<file path="src/rtl/buzz_pkg.sv">
package buzz_pkg;

  typedef enum logic [1:0] {
    MODE_STEADY = 2'd0,
    MODE_SINGLE = 2'd1,
    MODE_SHORT  = 2'd2,
    MODE_LONG   = 2'd3
  } buzz_mode_e;

  localparam int SLOTS      = 16;
  localparam int SLOT_W     = 4;
  localparam int DIV_W      = 7;
  localparam int TONE_W     = 3;

  // base ticks per slot for each tone code
  function automatic logic [DIV_W-1:0] slot_len(input logic [TONE_W-1:0] code);
    logic [DIV_W-1:0] r;
    case (code)
      3'd0:    r = 7'd8;
      3'd1:    r = 7'd16;
      3'd2:    r = 7'd24;
      3'd3:    r = 7'd32;
      3'd4:    r = 7'd48;
      3'd5:    r = 7'd64;
      3'd6:    r = 7'd80;
      default: r = 7'd112;
    endcase
    return r;
  endfunction

  // sounding / silent lengths in units
  function automatic int on_units(input buzz_mode_e m);
    case (m)
      MODE_SINGLE: return 2;
      MODE_SHORT:  return 1;
      MODE_LONG:   return 2;
      default:     return 1;
    endcase
  endfunction

  function automatic int off_units(input buzz_mode_e m);
    case (m)
      MODE_SHORT: return 1;
      MODE_LONG:  return 6;
      default:    return 1;
    endcase
  endfunction

endpackage

</file>
<file path="src/rtl/buzz_tone_div.sv">
module buzz_tone_div
  import buzz_pkg::*;
#(
  parameter int DW = DIV_W,
  parameter int SW = SLOT_W
) (
  input  logic          clk,
  input  logic          rst,
  input  logic          clr,
  input  logic          base_tick,
  input  logic [DW-1:0] div_val,
  output logic [SW-1:0] slot,
  output logic          period_end
);
  localparam logic [SW-1:0] LAST_SLOT = {SW{1'b1}};

  logic [DW-1:0] div_cnt;
  logic          slot_step;

  assign slot_step  = base_tick && (div_cnt == div_val - 1'b1);
  assign period_end = slot_step && (slot == LAST_SLOT);

  always_ff @(posedge clk) begin
    if (rst || clr) begin
      div_cnt <= '0;
      slot    <= '0;
    end else if (base_tick) begin
      if (slot_step) begin
        div_cnt <= '0;
        slot    <= slot + 1'b1;
      end else begin
        div_cnt <= div_cnt + 1'b1;
      end
    end
  end
endmodule

</file>
<file path="src/rtl/buzz_pattern_seq.sv">
module buzz_pattern_seq
  import buzz_pkg::*;
#(
  parameter int UNIT_TICKS = 32768,
  localparam int CW = $clog2(8 * UNIT_TICKS)
) (
  input  logic       clk,
  input  logic       rst,
  input  logic       clr,
  input  logic       run,
  input  logic       base_tick,
  input  buzz_mode_e mode,
  output logic       win_on,
  output logic       done
);
  logic [CW-1:0] win_cnt;
  logic [CW-1:0] win_len;
  logic          win_last;
  logic          timed;

  assign timed    = (mode != MODE_STEADY);
  assign win_len  = win_on ? CW'(on_units(mode) * UNIT_TICKS)
                           : CW'(off_units(mode) * UNIT_TICKS);
  assign win_last = run && timed && base_tick && (win_cnt == win_len - 1'b1);
  assign done     = win_last && (mode == MODE_SINGLE);

  always_ff @(posedge clk) begin
    if (rst || clr) begin
      win_cnt <= '0;
      win_on  <= 1'b1;
    end else if (run && timed && base_tick) begin
      if (win_last) begin
        win_cnt <= '0;
        if (mode != MODE_SINGLE) win_on <= ~win_on;
      end else begin
        win_cnt <= win_cnt + 1'b1;
      end
    end
  end
endmodule

</file>
<file path="src/rtl/buzzer_gen.sv">
module buzzer_gen
  import buzz_pkg::*;
#(
  parameter int UNIT_TICKS = 32768
) (
  input  logic       clk,
  input  logic       rst,
  input  logic       base_tick,
  input  logic       start,
  input  logic       stop,
  input  logic [1:0] mode_sel,
  input  logic [2:0] tone_sel,
  input  logic [3:0] duty_sel,
  input  logic       invert,
  output logic       buzz_out,
  output logic       running
);
  buzz_mode_e          mode_q;
  logic [TONE_W-1:0]   tone_q;
  logic [SLOT_W-1:0]   duty_q;
  logic                pol_q;
  logic                launch;
  logic                shadow_ld;
  logic [SLOT_W-1:0]   slot;
  logic                period_end;
  logic                win_on;
  logic                burst_done;
  logic                active_c;

  assign launch    = start && !stop;
  assign shadow_ld = !running || period_end;

  always_ff @(posedge clk) begin
    if (rst) begin
      running <= 1'b0;
      mode_q  <= MODE_STEADY;
    end else begin
      if (stop)            running <= 1'b0;
      else if (start)      running <= 1'b1;
      else if (burst_done) running <= 1'b0;
      if (launch) mode_q <= buzz_mode_e'(mode_sel);
    end
  end

  always_ff @(posedge clk) begin
    if (rst) begin
      tone_q <= '0;
      duty_q <= SLOT_W'(1);
      pol_q  <= 1'b0;
    end else if (shadow_ld) begin
      tone_q <= tone_sel;
      duty_q <= (duty_sel == '0) ? SLOT_W'(1) : duty_sel;
      pol_q  <= invert;
    end
  end

  buzz_tone_div #(.DW(DIV_W), .SW(SLOT_W)) u_div (
    .clk        (clk),
    .rst        (rst),
    .clr        (launch),
    .base_tick  (base_tick),
    .div_val    (slot_len(tone_q)),
    .slot       (slot),
    .period_end (period_end)
  );

  buzz_pattern_seq #(.UNIT_TICKS(UNIT_TICKS)) u_seq (
    .clk       (clk),
    .rst       (rst),
    .clr       (launch),
    .run       (running),
    .base_tick (base_tick),
    .mode      (mode_q),
    .win_on    (win_on),
    .done      (burst_done)
  );

  assign active_c = running && win_on && (slot < duty_q);

  always_ff @(posedge clk) begin
    if (rst) buzz_out <= 1'b0;
    else     buzz_out <= pol_q ^ active_c;
  end
endmodule

</file>
<file path="config.mk">
export PLATFORM = sky130hd
export DESIGN_NAME = buzzer_gen
export DESIGN_NICKNAME = d
export VERILOG_FILES = /design/src/rtl/buzz_pkg.sv /design/src/rtl/buzz_tone_div.sv /design/src/rtl/buzz_pattern_seq.sv /design/src/rtl/buzzer_gen.sv
export SDC_FILE = /design/constraint.sdc
export NUM_CORES = 1
export LEC_CHECK = 0
export BUFFER_PORTS_ARGS = -buffer_cell sky130_fd_sc_hd__buf_4
export CAP_MARGIN = 20
export CELL_PAD_IN_SITES_DETAIL_PLACEMENT = 1
export CELL_PAD_IN_SITES_GLOBAL_PLACEMENT = 1
export CORE_MARGIN = 2
export CORE_UTILIZATION = 40
export DETAILED_ROUTE_END_ITERATION = 6
export PLACE_DENSITY_LB_ADDON = 0.25
export SETUP_SLACK_MARGIN = 0.3
export SLEW_MARGIN = 40
export SYNTH_ARGS = -nofsm -noshare
export SYNTH_HDL_FRONTEND = slang
export SYNTH_SLANG_ARGS = --single-unit
</file>
<file path="constraint.sdc">
create_clock -name clk -period 2.35 [get_ports clk]
set_clock_uncertainty 0.15 [all_clocks]
set_input_delay 0.235 -clock clk [delete_from_list [all_inputs] [get_ports clk]]
set_output_delay 0.235 -clock clk [all_outputs]
set_load 0.05 [all_outputs]
</file>
; ---- Word level (Yosys, flattened, before mapping)
; Index checks and enable logic that the tools add are counted.
[word_totals]
ff_bits = 42
inputBits = 15
out_inout_bits = 2
wordCells = 60
[op_classes]
n_addsub = 5
order_cmp = 1
n_eq_ne = 12
mux = 9
n_bitwise = 2
reduce_logical = 21
[op_table]
columns = operator, count
row1 = $pmux 7 s7, 1
row2 = $mux 18, 2
row3 = $add 18x1->18 const B, 1
row4 = $eq 18x18->1, 1
row5 = $sub 18x1->18 const B, 1
row6 = $eq 3x3->1 const B, 3
row7 = $logic_and 1x1->1, 9
row8 = $add 7x1->7 const B, 1
row9 = $eq 7x7->1, 1
row10 = $mux 7, 1
row11 = $sub 7x1->7 const B, 1
row12 = $eq 3x2->1 const B, 2
row13 = $add 4x1->4 const B, 1
row14 = $eq 4x4->1 const B, 1
row15 = $logic_not 4->1, 1
row16 = $lt 4x4->1, 1
row17 = $mux 4, 1
row18 = $reduce_bool 2->1, 2
row19 = $reduce_or 2->1, 2
row20 = $eq 3x1->1 const B, 1
row21 = $logic_not 3->1, 1
row22 = $mux 3, 1
row23 = $reduce_and 3->1, 1
row24 = $eq 2x1->1 const B, 1
row25 = 9 further kinds, 12

; ---- Longest topological paths before layout
; Gate-level depths: netlist of run 1.
[logic_depth]
ltp_word = 10
ltp_mapped = 6
mapped_depth_nobuf = 6

; ---- Cells and area by module
; Synthesis of run 1 repeated with hierarchy kept, for this count alone.
[hier_totals]
cells_unflattened = 274
hier_area_um2 = 2371.0
[by_module_without_submodules]
columns = module, instances, cells_per_inst, area_each_um2, seq_area_each_um2
row1 = buzz_pattern_seq, 1, 116, 1027.2, 380.4
row2 = buzz_tone_div, 1, 87, 767.0, 220.2
row3 = buzzer_gen, 1, 71, 576.8, 240.2

; ---- Worst setup path after synthesis of run 1
; No wires, ideal clock.
[synth_timing]
path_type = reg-to-reg
startpoint = reg running
endpoint = reg u_seq.win_cnt[11]
setup_time_ps = 117
t_arrival_ps = 1619
required_time_ps = 2083
setup_slack_ps = 464
path_stages_with_launch = 6
n_path_buf = 1
synth_period_minus_slack_ps = 1886
cell_sequence = dfxtp_1 o2111a_1 o2111ai_2 nand2_1 buf_2 nor2_1
[synth_via]
elab_chain_len = 4
[synth_lines]
columns = element, line
row1 = "start, declared", buzzer_gen.sv:16  ; output logic running
row2 = "start signal, assigned", buzzer_gen.sv:35  ; running <= 1'b0;
row3 = "start signal, assigned", buzzer_gen.sv:38  ; if (stop) running <= 1'b0;
row4 = "start signal, assigned", buzzer_gen.sv:39  ; else if (start) running <= 1'b1;
row5 = $logic_and 1x1->1 (*) (2 in series), "buzz_pattern_seq.sv:24, buzz_pattern_seq.sv:31"
row6 = $logic_and 1x1->1, buzz_pattern_seq.sv:24  ; assign win_last = run && timed && base_tick && (win_cnt == win_len - 1'b1);
row7 = $mux 18, buzz_pattern_seq.sv:32  ; if (win_last) begin
row8 = "end signal, assigned", buzz_pattern_seq.sv:36  ; win_cnt <= win_cnt + 1'b1;
row9 = "end, declared", buzz_pattern_seq.sv:16  ; logic [CW-1:0] win_cnt;
; Mark *: on every way between the ends. The rest lies on a longest branch, timed or not.
; A chain may end at the register's enable or synchronous reset.

; ---- Worst setup path after layout of run 1
[layout_timing]
startpoint = reg tone_q[2]
endpoint = reg tone_q[2]
[layout_via]
elab_chain_len = 7
word_cells_on_any_way = 13
cone_classes = 1 x add/sub / 7 x eq/ne / 1 x mux / 4 x reduce/logical
[layout_lines]
columns = element, line
row1 = "start, declared", buzzer_gen.sv:19  ; logic [TONE_W-1:0] tone_q;
row2 = "start signal, assigned", buzzer_gen.sv:51  ; tone_q <= tone_sel;
row3 = $eq 3x3->1 (tied with other cells), buzz_pkg.sv:18  ; case (code)
row4 = $pmux 7 s7 (*), buzz_pkg.sv:18
row5 = $sub 7x1->7 (*), buzz_tone_div.sv:20  ; assign slot_step = base_tick && (div_cnt == div_val - 1'b1);
row6 = $eq 7x7->1 (*), buzz_tone_div.sv:20
row7 = $logic_and 1x1->1 (*), buzz_tone_div.sv:20
row8 = $logic_and 1x1->1 (*), buzz_tone_div.sv:21  ; assign period_end = slot_step && (slot == LAST_SLOT);
row9 = $logic_or 1x1->1 (*), buzzer_gen.sv:31  ; assign shadow_ld = !running || period_end;
; Marks and branches as above.

==> results of run 1 <==
critical path: stages, from the launching register on:
cell and delay [ps]:
sky130_fd_sc_hd__dfxtp_1 380, sky130_fd_sc_hd__and3b_1 220, sky130_fd_sc_hd__o21a_1 180, sky130_fd_sc_hd__o221a_2 340, sky130_fd_sc_hd__a31oi_4 240, sky130_fd_sc_hd__buf_4 190
sky130_fd_sc_hd__mux2i_1 200
flip-flops by register name, summed over array words and instances, names as in the netlist:
register	flops
running	1
mode_q	2
duty_q	4
pol_q	1
u_seq.win_on	1
u_seq.win_cnt	18
buzz_out	1
tone_q	3
u_div.slot	4
u_div.div_cnt	7
cell type report:
cell class                 instances  area, µm²
timing repair buffer              24      182.7
clock buffer                       7      76.32
tap                               70      87.58
multi-input combinational        186       1235
inverter                           8      30.03
fill                             632       2654
sequential                        42      842.1
metrics by stage:
| stage | total power, mW | cells | setup WS [ps] |
|---|---|---|---|
| finish | 1.303 | 337 | 381.9 |
| global route | 1.363 | 337 | 305.8 |
| floorplan | 0.8278 | 241 | 463.8 |
| global placement | 0.8687 | 324 | 335.1 |
| CTS | 1.323 | 332 | 300.3 |
| detailed placement | 0.8743 | 324 | 316.5 |
cell families after synthesis:
logic type	Yosys count	share of synthesized area
AO/OA/AOI/OAI	27	0.09917
XOR/XNOR	20	0.08265
adder cells (fa/ha/maj)	6	0.03542
buffers and inverters	13	0.02361
flip-flops	42	0.3967
multiplexers	15	0.07084
AND/OR/NAND/NOR	118	0.2916
routing by layer:
layer | part of all wire | vias to the layer above | routed length, µm | track usage
li1 | - | 882 | - | -
met1 | 0.48 | 831 | 2200 | 0.2056
met2 | 0.50 | 8 | 2306 | 0.2939
met3 | 0.016 | 4 | 76 | 0.03647
met4 | 0.0084 | 0 | 39 | 0.04364
met5 | 0 | - | 0 | 0
placed cells by master, fill, tap and decap left out, types with 2 or more instances in the layout:
master,instances
sky130_fd_sc_hd__buf_4,23
sky130_fd_sc_hd__nor3_1,16
sky130_fd_sc_hd__nand3_1,10
sky130_fd_sc_hd__nand2b_1,17
sky130_fd_sc_hd__or3_1,4
sky130_fd_sc_hd__dfxtp_1,41
sky130_fd_sc_hd__and3_1,2
sky130_fd_sc_hd__or2_2,2
sky130_fd_sc_hd__nand3b_1,2
sky130_fd_sc_hd__a21oi_1,6
sky130_fd_sc_hd__a21o_1,2
sky130_fd_sc_hd__nand2_1,21
sky130_fd_sc_hd__nand4_1,7
sky130_fd_sc_hd__o21a_1,3
sky130_fd_sc_hd__clkbuf_8,5
sky130_fd_sc_hd__mux2i_1,15
sky130_fd_sc_hd__ha_1,6
sky130_fd_sc_hd__nor2b_1,3
sky130_fd_sc_hd__inv_1,8
sky130_fd_sc_hd__nor2_1,29
sky130_fd_sc_hd__xor2_1,13
sky130_fd_sc_hd__clkbuf_1,2
sky130_fd_sc_hd__a211oi_1,2
sky130_fd_sc_hd__o21ai_0,4
sky130_fd_sc_hd__xnor2_1,7
cells in the mapped netlist, types with 2 or more instances:
library cell and instances:
sky130_fd_sc_hd__or3_1 4, sky130_fd_sc_hd__nor3_1 16, sky130_fd_sc_hd__nand3b_1 2, sky130_fd_sc_hd__nor2_1 29, sky130_fd_sc_hd__inv_1 8, sky130_fd_sc_hd__o21a_1 3
sky130_fd_sc_hd__nand4_1 7, sky130_fd_sc_hd__nand3_1 10, sky130_fd_sc_hd__xor2_1 13, sky130_fd_sc_hd__or2_2 2, sky130_fd_sc_hd__ha_1 6, sky130_fd_sc_hd__nand2b_1 17
sky130_fd_sc_hd__o21ai_0 4, sky130_fd_sc_hd__and3_1 2, sky130_fd_sc_hd__xnor2_1 7, sky130_fd_sc_hd__dfxtp_1 42, sky130_fd_sc_hd__a21o_1 2, sky130_fd_sc_hd__clkbuf_1 4
sky130_fd_sc_hd__a21oi_1 6, sky130_fd_sc_hd__a211oi_1 2, sky130_fd_sc_hd__nor2b_1 3, sky130_fd_sc_hd__mux2i_1 15, sky130_fd_sc_hd__nand2_1 21
how the worst min path moves through the flow:
stage	slack, ps	end	depth (start not counted)	startpoint
2_1_floorplan	160	running	1	stop
3_3_place_gp	260	running	2	stop
3_5_place_dp	260	running	2	stop
4_1_cts	50	duty_q[0]	3	duty_sel[0]
5_1_grt	70	mode_q[1]	3	mode_sel[1]
6_report	50	duty_q[0]	3	duty_sel[0]
power breakdown:
part           total, mW  internal [mW]  switching, mW
Combinational      0.121         0.0582         0.0625
Clock              0.440          0.205          0.235
Sequential         0.742          0.726         0.0155
Total               1.30          0.990          0.313
what timing repair did:
item,in CTS,in global routing
pin swaps,1,2
buffers inserted,0,5
setup endpoints to repair,5,21
hold buffers,1,0
gates resized for setup,0,2
endpoints found under the hold margin,1,0
==> impl_results.md, run 1 <==
* Gp weighted congestion at approximately 0.76
* Detailed placer's ending HPWL at roughly 3500 µm
* Number of DRC violations after detailed-routing iteration 0 at 31
* Proportion of synthesized chip area in sequential cells at 0.3967
* Maximum fanout count along the critical path at 7
* Arrival time worst endpoint at 2030 ps
* Async SR Flop Fraction at 0
* Antenna violations before repair at 0
* Min cycle time layout at just under 2000 ps
* Power density over the cells at 530.9 mW/mm²
* Share of layout cells above drive strength 1 at 0.1386
* Top cells by area in the synthesized netlist: sky130_fd_sc_hd__dfxtp_1 (40%), sky130_fd_sc_hd__mux2i_1 (7.1%), sky130_fd_sc_hd__xor2_1 (5.4%)
* Number of CTS-inserted buffers at 5
* R2R cell count at 6
* Worst Hold Slack at around 53 ps
* Actual slew at the worst max-slew pin at just under 500 ps
* Post-synthesis to final-layout area growth at 15.76%
* Largest net degree at the start of global routing at 25
* Syn Inst Count at between 200 and 250
* Clock-pin transition on the worst setup and hold timing paths at roughly 80 ps
* Placeable core region at around 0.005 mm²
* Top FF cell, synth: sky130_fd_sc_hd__dfxtp_1
* CTS H-Tree Depth at 2
* Total track usage at 0.1670
* DRC errors left at 0
* Count of final hold-check violations at 0
* Mean Syn Cell Area at 8.795 µm²
* R2r startpoint: tone_q[2]
* Setup violations, final at 0
* Worst ir drop on vdd at 0.2866 mV
* Number of buffer cells added on primary ports at 16
* Static power due to leakage at ~0.95 nW
* Clock Tree Root: sky130_fd_sc_hd__clkbuf_8
* Category of the most critical setup path: reg -> reg
* Final Slew Violations at 0
* Post-Synthesis Net Count at roughly 260
* Run status: finished clean
* Clock tree from TritonCTS: built
* Hold Crit Class: in -> reg
* Dominant cell type by area after synthesis: sky130_fd_sc_hd__dfxtp_1
* Achievable Freq at about 0.51 GHz
* Reg2reg end: tone_q[2]
* Yosys warning total at 0
* Register bit total from synthesis at between 40 and 50
* Final cell area excluding filler cells at around 0.0025 mm²
* Worst skew pair latency at approximately 290 ps
* Final setup TNS at 0 ps
* Total cell area at the placement stage at about 0.0023 mm²
* Number of global-route vias before repair at between 1500 and 2000
* Post-synth EDFFs at 0
* Effective utilization at floorplan at 0.4150
* Reported max-cap violation count at 0
* Height of the die at ~77 µm
* Area fraction of the dominant cell type after synthesis at 0.3967
* Post-route core utilization at 0.4804
* Die ar. at around 0.006 mm²
* Drt total wl at between 4000 and 5000 µm
* Clock sink count at 42
* Worst reg2reg setup slack at about 380 ps
* Diodes inserted at 0
* Crit share post-route at 0.8375
* Routed vias/inst at ~5.1
* Detailed-routing iteration count for the pre-antenna-repair pass at 4
* Post-route ant nets at 0
* Global-route wire length before repair at 8066 µm
* Cell variety after synth at 39
* Total overflow reported by the global router at 0
* Crit path capture type: flop
* CP startpoint: tone_q[2]
* Required time at the worst-slack endpoint at about 2400 ps
* Maximum buffer depth of the clock tree at 2
* Total number of vias at about 1700
* Mean routed wirelength per cell at about 14 µm
* Element type at the critical path start: flop
* FP Rows at 26
* Capture point of the critical path: tone_q[2]
* Max-slew headroom at the worst pin at 0.6676
* Chip Width at around 77 µm
* Synthesized area at 0.002120 mm²
* Nets@finish at ~290
* Setup repair after global routing missed its margin: no
* Boundary pin count at 17
Note: power is estimated with default switching activity, not from simulation.
==> run 2, diff against run 1 <==
==> constraint.sdc (replaced) <==
create_clock -name clk -period 2.1 [get_ports clk]
set_clock_uncertainty 0.15 [all_clocks]
set_input_delay 0.21 -clock clk [delete_from_list [all_inputs] [get_ports clk]]
set_output_delay 0.21 -clock clk [all_outputs]
set_load 0.05 [all_outputs]
==> impl_results.md, run 2 (same netlist as run 1, synthesis figures left out) <==
* Run status: finished clean
* Crit path capture type: flop
* Reported max-cap violation count at 0 (unchanged)
* Routed vias/inst at 5.162 (+0.85%)
* Mean routed wirelength per cell at 14.66 µm (+6.9%)
* Final standard cell count with taps included and fillers excluded at 345 (+2.4%)
* Number of DRC violations after detailed-routing iteration 0 at 55 (+77%)
* Element type at the critical path start: flop
* Maximum buffer depth of the clock tree at 2 (unchanged)
* Largest registers ranked by flip-flop count: u_seq.win_cnt (18), u_div.div_cnt (7)
* Setup repair after global routing missed its margin: yes
* Static power due to leakage at 0.9931 nW (+4.8%)
* Max Used Layer: met4
* Clock tree from TritonCTS: built
* Largest net degree at the start of global routing at 25 (unchanged)
* Chip Width at 76.80 µm (unchanged)
* Drt total wl at 5056 µm (+9.4%)
* Detailed placer's ending HPWL at 3350 µm (-4.4%)
* R2r startpoint: tone_q[2]
* Total number of vias at 1781 (+3.2%)
* Number of global-route vias before repair at 1802 (+0.33%)
* Most common cell after layout, fill and taps aside: sky130_fd_sc_hd__dfxtp_1
* Share of layout cells above drive strength 1 at 0.2364 (+0.09779)
* Capture point of the critical path: tone_q[2]
* Flip-flop count of the largest register after layout at 18 (unchanged)
* Global-route wire length before repair at 8335 µm (+3.3%)
* Crit share post-route at 0.8661 (+0.02859)
* DRC errors left at 0 (unchanged)
* Achievable Freq at 0.5498 GHz (+8.2%)
* DR WL met2 at 2550 µm (+11%)
* Sum of routed wire segments on met1 at 2324 µm (+5.6%)
* Boundary pin count at 17 (unchanged)
* Post-route ant nets at 0 (unchanged)
* Reg2reg end: tone_q[2]
* Maximum fanout count along the critical path at 8 (+1)
* Worst ir drop on vdd at 0.2850 mV (-0.53%)
* CTS H-Tree Depth at 2 (unchanged)
* Worst skew pair latency at 290 ps (about the same)
* Hold Crit Class: in -> reg
* CP startpoint: tone_q[2]
* Min cycle time layout at 1819 ps (-149.3 ps)
* Placeable core region at 0.005107 mm² (unchanged)
* FP Rows at 26 (unchanged)
* Power density over the cells at 568.7 mW/mm² (+7.1%)
* Number of fillers in the final layout at 608 (-3.8%)
* Part of the power in combinational logic at 0.100 (+0.007)
* Placed Instances at 326 (+0.62%)
* Total overflow reported by the global router at 0 (unchanged)
* Relative contribution of the clock network to total power at 0.337 (about the same)
* Max-slew headroom at the worst pin at 0.7625 (+0.09488)
* Actual slew at the worst max-slew pin at 354.9 ps (-139.8 ps)
* Clock-pin transition on the worst setup and hold timing paths at 80 ps (about the same)
* Height of the die at 76.80 µm (unchanged)
* Required time at the worst-slack endpoint at 2170 ps (-250 ps)
* P_int at 1.112 mW (+12%)
* Detailed-routed wire length on met3 at 99 µm (+30%)
* Worst reg2reg setup slack at 280 ps (-100 ps)
* Detailed-routing iteration count for the pre-antenna-repair pass at 3 (-1)
* Antenna violations before repair at 0 (unchanged)
* Number of buffer cells added on primary ports at 16 (unchanged)
* Relative contribution of sequential cells to total power at 0.563 (-0.007)
* Clock sink count at 42 (unchanged)
* R2R cell count at 6 (unchanged)
* Gp weighted congestion at 0.7095 (-6.1%)
* Total track usage at 0.1730 (+0.005922)
* Final Slew Violations at 0 (unchanged)
* Diodes inserted at 0 (unchanged)
* Count of final hold-check violations at 0 (unchanged)
* Switching portion of total power at 0.2453 (+0.004918)
* Nets@finish at 296 (+2.8%)
* Biggest register: u_seq.win_cnt
* Effective utilization at floorplan at 0.4150 (unchanged)
* Clock Tree Root: sky130_fd_sc_hd__clkbuf_8
* Sw Pwr at 361.3 µW (+15%)
* Number of CTS-inserted buffers at 5 (unchanged)
* Setup violations, final at 0 (unchanged)
* Final setup TNS at 0 ps (unchanged)
* Category of the most critical setup path: reg -> reg
* Top library cells by usage in the layout, fill and taps aside: sky130_fd_sc_hd__dfxtp_1 (30), sky130_fd_sc_hd__buf_4 (29), sky130_fd_sc_hd__nor2_1 (27)
* Die ar. at 0.005897 mm² (unchanged)
* Arrival time worst endpoint at 1890 ps (-140 ps)
* Post-synthesis to final-layout area growth at 22.20%
run 2: power groups by stage:
stage          clock [mW]  sequential (mW)  combinational, mW
3_3_place_gp            0            0.848              0.124
2_1_floorplan           0            0.852             0.0750
3_5_place_dp            0            0.849              0.128
4_1_cts             0.516            0.831              0.135
5_1_grt             0.545            0.832              0.163
6_report            0.497            0.829              0.147
run 2: worst min-delay path by stage:
stage                      from   endpoint  slack [ps]  depth (start not counted)
floorplan                  stop    running         130                          1
global placement           stop    running         220                          2
detailed placement         stop    running         230                          2
CTS                 mode_sel[0]  mode_q[0]          30                          3
global route        duty_sel[0]  duty_q[0]          30                          3
finish              mode_sel[0]  mode_q[0]          20                          3
run 2: area by class of cell:
cell class                      count  area (µm²)  area share
Timing Repair Buffer               32       259.0      0.1000
Inverter                            8       30.03     0.01159
Clock buffer                        7       76.32     0.02947
Multi-Input combinational cell    186        1274      0.4918
Tap cell                           70       87.58     0.03382
Sequential cell                    42       863.3      0.3333
run 2: per-layer routing:
metal | vias to the layer above | track usage
li1 | 904 | -
met1 | 854 | 0.2052
met2 | 13 | 0.3026
met3 | 10 | 0.03882
met4 | 0 | 0.06545
met5 | - | 0
run 2: critical path, cell delays in order (launching register included):
cell and delay, ps:
sky130_fd_sc_hd__dfxtp_4 370, sky130_fd_sc_hd__and3b_1 200, sky130_fd_sc_hd__o21a_1 200, sky130_fd_sc_hd__o221a_4 290
sky130_fd_sc_hd__a31oi_4 190, sky130_fd_sc_hd__buf_12 150, sky130_fd_sc_hd__mux2i_1 190
run 2: repair_timing:
| action | CTS | global route |
|---|---|---|
| resized for setup | 11 | 17 |
| hold buffers | 1 | 0 |
| pin swaps | 5 | 6 |
| setup endpoints to repair | 30 | 35 |
| buffers inserted | 5 | 5 |
| hold endpoints to repair | 1 | 0 |
| gates cloned | 0 | 1 |
run 2: per-stage QoR:
stage          worst slack (ps)    util  area (µm²)  hold slack [ps]  total power, mW
2_1_floorplan             303.4       -        2121            125.3           0.9266
3_3_place_gp              173.9  0.4579        2338            222.6           0.9730
3_5_place_dp              121.9  0.4579        2338            225.3           0.9776
4_1_cts                   286.5  0.4895        2500            25.18            1.482
5_1_grt                   209.6  0.5071        2590            28.51            1.540
6_report                  281.2  0.5071        2590            18.19            1.473
==> run 3, diff against run 2 <==
--- a/config.mk
+++ b/config.mk
@@ -12,7 +12,7 @@
 export CORE_MARGIN = 2
 export CORE_UTILIZATION = 40
 export DETAILED_ROUTE_END_ITERATION = 6
-export PLACE_DENSITY_LB_ADDON = 0.25
+export PLACE_DENSITY = 0.74
 export SETUP_SLACK_MARGIN = 0.3
 export SLEW_MARGIN = 40
 export SYNTH_ARGS = -nofsm -noshare
==> impl_results.md, run 3 (same netlist as run 1, synthesis figures left out) <==
* Number of buffer cells added on primary ports at 16 (unchanged)
* Buffer and inverter count on the worst path at 1 (unchanged)
* Global-route wire length before repair at 8700 µm (+4.4%)
* Final setup TNS at 0 ps (unchanged)
* Required time at the worst-slack endpoint at 2170 ps (about the same)
* Number of fillers in the final layout at 596 (-2.0%)
* Relative contribution of sequential cells to total power at 0.535 (-0.028)
* Clock Tree Root: sky130_fd_sc_hd__clkbuf_8
* Detailed-routing iteration count for the pre-antenna-repair pass at 4 (+1)
* Switching portion of total power at 0.2523 (+0.007063)
* Worst ir drop on vdd at 0.3761 mV (+32%)
* Arrival time worst endpoint at 1930 ps (+40 ps)
* Detailed placer's ending HPWL at 3402 µm (+1.6%)
* Die ar. at 0.005897 mm² (unchanged)
* Worst skew pair latency at 300 ps (about the same)
* FP Rows at 26 (unchanged)
* Most common cell after layout, fill and taps aside: sky130_fd_sc_hd__dfxtp_1
* Boundary pin count at 17 (unchanged)
* Chip Width at 76.80 µm (unchanged)
* Number of global-route vias before repair at 1886 (+4.7%)
* Hold Crit Class: in -> reg
* Height of the die at 76.80 µm (unchanged)
* Post-route ant nets at 0 (unchanged)
* DRC errors left at 0 (unchanged)
* Top library cells by usage in the layout, fill and taps aside: sky130_fd_sc_hd__dfxtp_1 (27), sky130_fd_sc_hd__buf_4 (26), sky130_fd_sc_hd__nand2_1 (20)
* Antenna violations before repair at 0 (unchanged)
* Relative contribution of the clock network to total power at 0.355 (+0.018)
* Static power due to leakage at 1.020 nW (+2.7%)
* Min cycle time layout at 1856 ps (+37.63 ps)
* Mean routed wirelength per cell at 15.35 µm (+4.7%)
* CTS H-Tree Depth at 2 (unchanged)
* Crit share post-route at 0.8840 (+0.01792)
* Part of the power in combinational logic at 0.110 (+0.010)
* Nets@finish at 298 (+0.68%)
* Clock-pin transition on the worst setup and hold timing paths at 80 ps (about the same)
* Cells traversed along the worst timing path: and3b_2 -> o21a_1 -> o221a_4 -> buf_4 -> a211o_1 -> a21oi_1
* Maximum fanout count along the critical path at 7 (-1)
* Clock sink count at 42 (unchanged)
* Reported max-cap violation count at 0 (unchanged)
* Flip-flop count of the largest register after layout at 18 (unchanged)
* Largest registers ranked by flip-flop count: u_seq.win_cnt (18), u_div.div_cnt (7)
* Count of final hold-check violations at 0 (unchanged)
* Sw Pwr at 391.4 µW (+8.3%)
* Placeable core region at 0.005107 mm² (unchanged)
* Total track usage at 0.1830 (+0.01006)
* Largest net degree at the start of global routing at 25 (unchanged)
* Total overflow reported by the global router at 0 (unchanged)
* Crit path capture type: flop
* Worst path top cell family by delay: compound AO/OA/AOI/OAI gates
* Actual slew at the worst max-slew pin at 349.0 ps (-5.858 ps)
* Total cell area at the placement stage at 0.002346 mm² (+0.32%)
* Number of CTS-inserted buffers at 5 (unchanged)
* Run status: finished clean
* Final Slew Violations at 0 (unchanged)
* Final cell area excluding filler cells at 0.002808 mm² (+8.4%)
* Gp weighted congestion at 0.7503 (+5.8%)
* Post-synthesis to final-layout area growth at 32.47%
* Total number of vias at 1808 (+1.5%)
* Setup repair after global routing missed its margin: yes
* Sequential standard cell area at 862.1 µm² (-0.14%)
* Routed vias/inst at 5.195 (+0.64%)
* Drt total wl at 5342 µm (+5.7%)
* Max-slew headroom at the worst pin at 0.7663 (+0.003755)
* Setup violations, final at 0 (unchanged)
* Effective utilization at floorplan at 0.4150 (unchanged)
* Category of the most critical setup path: reg -> reg
* Crit-path max cell delay at 370 ps (about the same)
* Maximum buffer depth of the clock tree at 2 (unchanged)
* Number of DRC violations after detailed-routing iteration 0 at 50 (-9.1%)
* Element type at the critical path start: flop
* Power density over the cells at 552.4 mW/mm² (-2.9%)
* Biggest register: u_seq.win_cnt
* P_int at 1.160 mW (+4.3%)
* Clock tree from TritonCTS: built
* Area of the multi-input gates at 0.001421 mm² (+12%)
* Share of layout cells above drive strength 1 at 0.3273 (+0.09097)
* Achievable Freq at 0.5387 GHz (-2.0%)
* Max stage delay cell, worst path: sky130_fd_sc_hd__dfxtp_4
* Diodes inserted at 0 (unchanged)
## run 3: final timing paths
kind / from / to / slack [ps] / depth (start not counted)
setup / recovery: tone_q[2] / u_div.div_cnt[0] / 240 / 6
hold / removal: duty_sel[0] / duty_q[0] / 20 / 3
setup reg to reg: tone_q[2] / u_div.div_cnt[0] / 240 / 6
hold reg to reg: duty_q[3] / duty_q[3] / 330 / 2
## run 3: power groups by stage
stage               registers [mW]  logic [mW]  clock network (mW)
detailed placement           0.849       0.127                   0
CTS                          0.830       0.143               0.584
finish                       0.830       0.170               0.551
floorplan                    0.852      0.0750                   0
global route                 0.833       0.187               0.608
global placement             0.848       0.125                   0
## run 3: layout make-up
type / count / share of cell area
clock buffers: 6 / 0.02941
clock inverters: 2 / 0.004456
inverters: 8 / 0.01070
multi-input cells: 186 / 0.5062
flip-flops and latches: 42 / 0.3070
well taps: 70 / 0.03119
repair buffers: 34 / 0.1110
## run 3: worst reg2reg max path: cells and delay by family (launching register included)
| family | cells | cell delay [ps] |
|---|---|---|
| flip-flops | 1 | 370 |
| buffers and inverters | 1 | 140 |
| AO/OA/AOI/OAI | 4 | 910 |
| AND/OR/NAND/NOR | 1 | 210 |
## run 3: timing repair
| action | in CTS | in global routing |
|---|---|---|
| cloned | 0 | 1 |
| gates resized for setup | 8 | 58 |
| pin swaps | 5 | 20 |
| setup endpoints to repair | 31 | 33 |
| hold buffers | 4 | 0 |
| endpoints found under the hold margin | 3 | 0 |
| setup buffers | 4 | 4 |
## run 3: metrics by stage
step	cells	util	hold WS (ps)	setup slack (ps)	power, mW
6_report	348	0.5497	20.88	243.6	1.551
5_1_grt	348	0.5497	39.19	193.4	1.628
4_1_cts	343	0.4985	9.807	269.7	1.557
3_5_place_dp	327	0.4593	227.9	146.7	0.9762
3_3_place_gp	327	0.4593	222.2	186.4	0.9731
2_1_floorplan	241	-	125.3	303.4	0.9266
## run 3: metal layers
layer,GRT usage,up-vias,wire (µm)
li1,-,902,-
met1,0.2145,884,2286
met2,0.3272,13,2852
met3,0.03882,9,106
met4,0.06545,0,95
met5,0,-,0
